<file path="src/rtl/lpc_irq_pkg.sv">
package lpc_irq_pkg;
  localparam int DW          = 32;
  localparam int OFS_MASK    = 'h34;
  localparam int OFS_STAT    = 'h38;
  localparam int OFS_EADDR   = 'h40;
  localparam int OFS_SSTAT   = 'h50;
  localparam int OFS_SMASK   = 'h54;
  localparam int OFS_SPOL    = 'h58;
  localparam int SER_SLOTS   = 17;
  localparam int SER_TOP     = 31;
  localparam int N_SYNC      = 6;
  localparam int BIT_SYNC_LO = 2;
  localparam int BIT_LRST    = 10;
  localparam int BIT_BM0     = 1;
  localparam int BIT_BM1     = 0;
  localparam int BIT_CTL     = 11;
  localparam logic [DW-1:0] CTL_IMPL  = 32'hFFFF_84FF;
  localparam logic [DW-1:0] SYNC_BITS = 32'h0000_00FC;
  localparam logic [DW-1:0] SUM_IMPL  = 32'h0000_0800;
endpackage

</file>
<file path="src/rtl/lpc_irq_w1c_bank.sv">
module lpc_irq_w1c_bank #(
  parameter int               WIDTH = 32,
  parameter logic [WIDTH-1:0] IMPL  = '1
) (
  input  logic             clk,
  input  logic             rst_n,
  input  logic [WIDTH-1:0] set_i,
  input  logic [WIDTH-1:0] clr_i,
  output logic [WIDTH-1:0] q_o
);
  for (genvar i = 0; i < WIDTH; i++) begin : g_bit
    if (IMPL[i]) begin : g_live
      logic q, d, en;
      // set wins over a simultaneous clear
      always_comb begin
        en = set_i[i] | clr_i[i];
        d  = set_i[i] | (q & ~clr_i[i]);
      end
      always_ff @(posedge clk or negedge rst_n) begin
        if (!rst_n)  q <= 1'b0;
        else if (en) q <= d;
      end
      assign q_o[i] = q;
    end else begin : g_tie
      logic unused_in;
      assign unused_in = set_i[i] ^ clr_i[i];
      assign q_o[i]    = 1'b0;
    end
  end
endmodule

</file>
<file path="src/rtl/lpc_irq_rw_reg.sv">
module lpc_irq_rw_reg #(
  parameter int               WIDTH = 32,
  parameter logic [WIDTH-1:0] IMPL  = '1
) (
  input  logic             clk,
  input  logic             rst_n,
  input  logic             we_i,
  input  logic [WIDTH-1:0] d_i,
  output logic [WIDTH-1:0] q_o
);
  for (genvar i = 0; i < WIDTH; i++) begin : g_bit
    if (IMPL[i]) begin : g_live
      logic q;
      always_ff @(posedge clk or negedge rst_n) begin
        if (!rst_n)    q <= 1'b0;
        else if (we_i) q <= d_i[i];
      end
      assign q_o[i] = q;
    end else begin : g_tie
      logic unused_in;
      assign unused_in = d_i[i];
      assign q_o[i]    = 1'b0;
    end
  end
endmodule

</file>
<file path="src/rtl/lpc_irq_err_addr.sv">
module lpc_irq_err_addr #(
  parameter int N_ERR  = 6,
  parameter int ADDR_W = 32
) (
  input  logic              clk,
  input  logic              rst_n,
  input  logic [N_ERR-1:0]  err_i,
  input  logic              pending_i,
  input  logic [ADDR_W-1:0] addr_i,
  output logic [ADDR_W-1:0] addr_o
);
  logic              cap_en;
  logic [ADDR_W-1:0] addr_q;

  always_comb cap_en = (|err_i) & ~pending_i;

  always_ff @(posedge clk or negedge rst_n) begin
    if (!rst_n)      addr_q <= '0;
    else if (cap_en) addr_q <= addr_i;
  end

  assign addr_o = addr_q;
endmodule

</file>
<file path="src/rtl/lpc_irq_regs.sv">
module lpc_irq_regs
  import lpc_irq_pkg::*;
#(
  parameter int ADDR_W = 8
) (
  input  logic              clk,
  input  logic              rst_n,
  input  logic              reg_we,
  input  logic [ADDR_W-1:0] reg_addr,
  input  logic [DW-1:0]     reg_wdata,
  output logic [DW-1:0]     reg_rdata,
  input  logic [SER_SLOTS-1:0] serirq_i,
  input  logic [N_SYNC-1:0] sync_err_i,
  input  logic              lreset_i,
  input  logic [1:0]        bm_req_i,
  input  logic [DW-1:0]     err_addr_i,
  output logic              irq_o
);
  // reset: asserted asynchronously, released on a clock edge
  logic [1:0] rst_pipe;
  logic       rst_sync_n;
  always_ff @(posedge clk or negedge rst_n) begin
    if (!rst_n) rst_pipe <= 2'b00;
    else        rst_pipe <= {rst_pipe[0], 1'b1};
  end
  assign rst_sync_n = rst_pipe[1];

  // register decode
  logic sel_mask, sel_stat, sel_sstat, sel_smask, sel_spol;
  always_comb begin
    sel_mask  = reg_addr == ADDR_W'(OFS_MASK);
    sel_stat  = reg_addr == ADDR_W'(OFS_STAT);
    sel_sstat = reg_addr == ADDR_W'(OFS_SSTAT);
    sel_smask = reg_addr == ADDR_W'(OFS_SMASK);
    sel_spol  = reg_addr == ADDR_W'(OFS_SPOL);
  end

  // controller source vector
  logic [DW-1:0] ctl_set, ctl_clr, ctl_stat, ctl_mask;
  always_comb begin
    ctl_set = '0;
    for (int n = 0; n < SER_SLOTS; n++) ctl_set[SER_TOP-n] = serirq_i[n];
    ctl_set[BIT_SYNC_LO +: N_SYNC] = sync_err_i;
    ctl_set[BIT_LRST] = lreset_i;
    ctl_set[BIT_BM0]  = bm_req_i[0];
    ctl_set[BIT_BM1]  = bm_req_i[1];
    ctl_clr = (reg_we && sel_stat) ? reg_wdata : '0;
  end

  lpc_irq_w1c_bank #(.WIDTH(DW), .IMPL(CTL_IMPL)) u_ctl_stat (
    .clk(clk), .rst_n(rst_sync_n), .set_i(ctl_set), .clr_i(ctl_clr), .q_o(ctl_stat));

  lpc_irq_rw_reg #(.WIDTH(DW), .IMPL(CTL_IMPL)) u_ctl_mask (
    .clk(clk), .rst_n(rst_sync_n), .we_i(reg_we && sel_mask), .d_i(reg_wdata), .q_o(ctl_mask));

  // first-error address
  logic [DW-1:0] err_addr_q;
  logic          sync_pending;
  always_comb sync_pending = |(ctl_stat & SYNC_BITS);

  lpc_irq_err_addr #(.N_ERR(N_SYNC), .ADDR_W(DW)) u_eaddr (
    .clk(clk), .rst_n(rst_sync_n), .err_i(sync_err_i), .pending_i(sync_pending),
    .addr_i(err_addr_i), .addr_o(err_addr_q));

  // second level summary
  logic          ctl_irq;
  logic [DW-1:0] sum_set, sum_clr, sum_stat, sum_mask, sum_pol;
  always_comb begin
    ctl_irq          = |(ctl_stat & ctl_mask);
    sum_set          = '0;
    sum_set[BIT_CTL] = ctl_irq ^ sum_pol[BIT_CTL];
    sum_clr          = (reg_we && sel_sstat) ? reg_wdata : '0;
  end

  lpc_irq_w1c_bank #(.WIDTH(DW), .IMPL(SUM_IMPL)) u_sum_stat (
    .clk(clk), .rst_n(rst_sync_n), .set_i(sum_set), .clr_i(sum_clr), .q_o(sum_stat));

  lpc_irq_rw_reg #(.WIDTH(DW), .IMPL(SUM_IMPL)) u_sum_mask (
    .clk(clk), .rst_n(rst_sync_n), .we_i(reg_we && sel_smask), .d_i(reg_wdata), .q_o(sum_mask));

  lpc_irq_rw_reg #(.WIDTH(DW), .IMPL(SUM_IMPL)) u_sum_pol (
    .clk(clk), .rst_n(rst_sync_n), .we_i(reg_we && sel_spol), .d_i(reg_wdata), .q_o(sum_pol));

  // registered output line
  logic irq_d, irq_q, irq_en;
  always_comb begin
    irq_d  = |(sum_stat & sum_mask);
    irq_en = irq_d ^ irq_q;
  end
  always_ff @(posedge clk or negedge rst_sync_n) begin
    if (!rst_sync_n) irq_q <= 1'b0;
    else if (irq_en) irq_q <= irq_d;
  end
  assign irq_o = irq_q;

  // read mux
  always_comb begin
    unique case (1'b1)
      sel_mask:                              reg_rdata = ctl_mask;
      sel_stat:                              reg_rdata = ctl_stat;
      reg_addr == ADDR_W'(OFS_EADDR):        reg_rdata = err_addr_q;
      sel_sstat:                             reg_rdata = sum_stat;
      sel_smask:                             reg_rdata = sum_mask;
      sel_spol:                              reg_rdata = sum_pol;
      default:                               reg_rdata = '0;
    endcase
  end
endmodule

</file>
<file path="config.mk">
export PLATFORM = sky130hd
export DESIGN_NAME = lpc_irq_regs
export DESIGN_NICKNAME = d
export VERILOG_FILES = /design/src/rtl/lpc_irq_pkg.sv /design/src/rtl/lpc_irq_w1c_bank.sv /design/src/rtl/lpc_irq_rw_reg.sv /design/src/rtl/lpc_irq_err_addr.sv /design/src/rtl/lpc_irq_regs.sv
export SDC_FILE = /design/constraint.sdc
export NUM_CORES = 1
export LEC_CHECK = 0
export ABC_AREA = 0
export CAP_MARGIN = 20
export CORE_ASPECT_RATIO = 0.8
export CORE_MARGIN = 4
export CORE_UTILIZATION = 31
export DETAILED_ROUTE_END_ITERATION = 8
export GPL_TIMING_DRIVEN = 0
export MAX_ROUTING_LAYER = met4
export REMOVE_ABC_BUFFERS = 1
export SYNTH_ARGS = -nofsm -noshare
export SYNTH_HDL_FRONTEND = slang
export SYNTH_HIERARCHICAL = 1
export SYNTH_SLANG_ARGS = --single-unit
</file>
<file path="constraint.sdc">
create_clock -name clk -period 3.95 [get_ports clk]
set_clock_uncertainty 0.15 [all_clocks]
set_input_delay 0.79 -clock clk [delete_from_list [all_inputs] [get_ports clk]]
set_output_delay 0.79 -clock clk [all_outputs]
set_load 0.02 [all_outputs]
</file>
==> metrics.yaml <==
outcome:
  status: "complete, no violations"
final_layout:
  layout-drive-gt1-share: 0.1694
  syn_to_final_growth_pct: 17.71
  layout.cells.non_filler: 1008
  finish.utilization: 0.3718
  nFillCells: 2123
  fin_nets: 828
floorplan:
  coreArea_mm2: 0.02156
  start_util: 0.3159
  fp.dieH_um: 140.6
  io_pins: 134
  die_area_mm2: 0.02442
  die_x_um: 173.7
  num_rows: 48
synth:
  netlist_area_mm2: 0.006810
  yosys_warnings: 6
  syn_inst: 666
  avgSynthCellArea_um2: 10.23
worst_setup_path:
  timing.rr.end: "u_eaddr/addr_o[31]"
  cp_max_fo: 8
  cp.required_ps: 3010
  rrSetupSlack_ps: 1460
  end_kind: "output pin"
  path_class: "input pin to output pin"
  reg2regPathDepth: 5
  arrival_ps: 2940
  r2r-start: "u_ctl_stat/g_bit[3].g_live.q"
  cp-start-kind: "input pin"
place:
  dpl.cell_count: 980
  port_buffers: 128
  gp_congestion: 0.8312
  hpwl_mm: 14.97
sta:
  worst_pin_slew_ps: 931.5
  hold_viol_final: 0
  rsz0062_at_grt: "false"
  period_share: 0.9822
  finalCriticalPeriod_ps: 3880
  relSlewSlack: 0.3790
  setup_violations: 0
  fmax_mhz: 257.8
  hold_ws_ps: 131.0
  maxSlewViolCount: 0
clocking:
  clk_transition_reported_paths_ps: 70
  cts_tree: "built"
  clockBufferDepth: 2
  cts_hold_buf: 0
  clk_latency_ps: 340
  htreeDepth: 3
  tritoncts.num_buffers: 9
  clock-root-buffer: "clkbuf_16"
  clock_sinks: 90
pwr:
  power_density_mw_per_mm2: 286.3
  irDropWorstVdd_mv: 0.1634
  leakage_nw: 3.579
  power.total_w: 0.002295
drt:
  vias: 5037
  drc: 0
  routed_wl_mm: 20.85
  drt_iter0_drc: 505
  vias_per_cell: 4.997
  drtAntennaViolNets: 0
  drtPass1Iterations: 6
  wl_per_cell_um: 20.68
grt:
  grt_max_degree: 58
  grt_pass1_vias: 5211
  grt_pass1_wl_mm: 31.90
  antenna_found_initial: 1
  grt_use_total: 0.1739
  grt_overflow: 0
flow_run:
  cap_viol_max_count: 0
worst_hold_path:
  hold_class: "flip-flop to async pin"
-- cells in the final DEF (no fill, tap or decap), drive strengths merged, types with 8 or more instances in the layout --
cell type and n:
dlygate4sd2 21, a22oi 64, dfrtp 90, buf 21, nand2 12, a22o 22, o21ai 25, and3 34
a222oi 17, clkdlybuf4s50 90, dlymetal6s2s 14, clkbuf 12, inv 28, nand4 8, conb 106, mux2 68
a21o 28
-- registers in the layout, summed over array words and instances, names as in the netlist --
signal	count
irq_o	1
u_ctl_stat/g_bit.g_live.q	26
u_sum_stat/g_bit.g_live.q	1
u_sum_pol/g_bit.g_live.q	1
u_sum_mask/g_bit.g_live.q	1
u_ctl_mask/g_bit.g_live.q	26
rst_pipe	2
u_eaddr/addr_o	32
-- per-layer routing --
layer  part of all wire  GRT usage
met5                  0          -
met4              0.011    0.03082
met3              0.083    0.04665
met2               0.44     0.2563
met1               0.47     0.2439
-- worst max-delay path by stage --
stage,start,to,slack [ps],cells after the start
after floorplan,reg_addr[7],reg_rdata[11],-1130,4
final,reg_addr[6],reg_rdata[13],70,6
after detailed placement,reg_addr[2],reg_rdata[18],-1380,7
after CTS,reg_addr[6],reg_rdata[20],-30,7
after global placement,reg_addr[4],reg_rdata[11],-4730,6
after global routing,reg_addr[6],reg_rdata[13],20,6
-- cell type report --
class	instances	area [um^2]	area share
timing repair buffer	148	1536	0.1917
inverter	28	105.1	0.01311
antenna	1	2.502	0.0003122
sequential	90	2256	0.2814
tap	275	344.1	0.04292
multi-input combinational	450	3451	0.4305
clock inverter	4	75.07	0.009365
clock buffer	12	246.5	0.03075
-- worst max-delay path, cell delays in order --
cell,delay [ps]
clkdlybuf4s50_1,620
nor3b_4,290
buf_12,160
a21oi_1,60
o32ai_1,290
clkdlybuf4s50_1,720
-- per-stage QoR --
| step | setup WS [ps] | TNS [ps] | cell area, um^2 |
|---|---|---|---|
| 3_5_place_dp | -1379 | -42880 | 7538 |
| 5_1_grt | 16.93 | 0 | 8016 |
| 4_1_cts | -26.22 | -26.22 | 7979 |
| 3_3_place_gp | -4735 | -250770 | 7335 |
| 6_report | 70.35 | 0 | 8016 |
| 2_1_floorplan | -1129 | -31650 | 5709 |
-- repair_timing --
action	4_1_cts	5_1_grt
pin swaps	7	0
gates cloned	2	0
endpoints found under the hold margin	0	0
gates resized for setup	45	14
endpoints found under the setup margin	38	14
setup buffers	9	0
-- where the power goes --
group          switching (W)  internal [W]  leakage, nW
clock network       0.000379      0.000573        0.149
logic               0.000164      0.000188         2.40
registers          0.0000353      0.000956         1.03
total               0.000578       0.00172         3.58
Note: power is estimated with default switching activity, not from simulation.
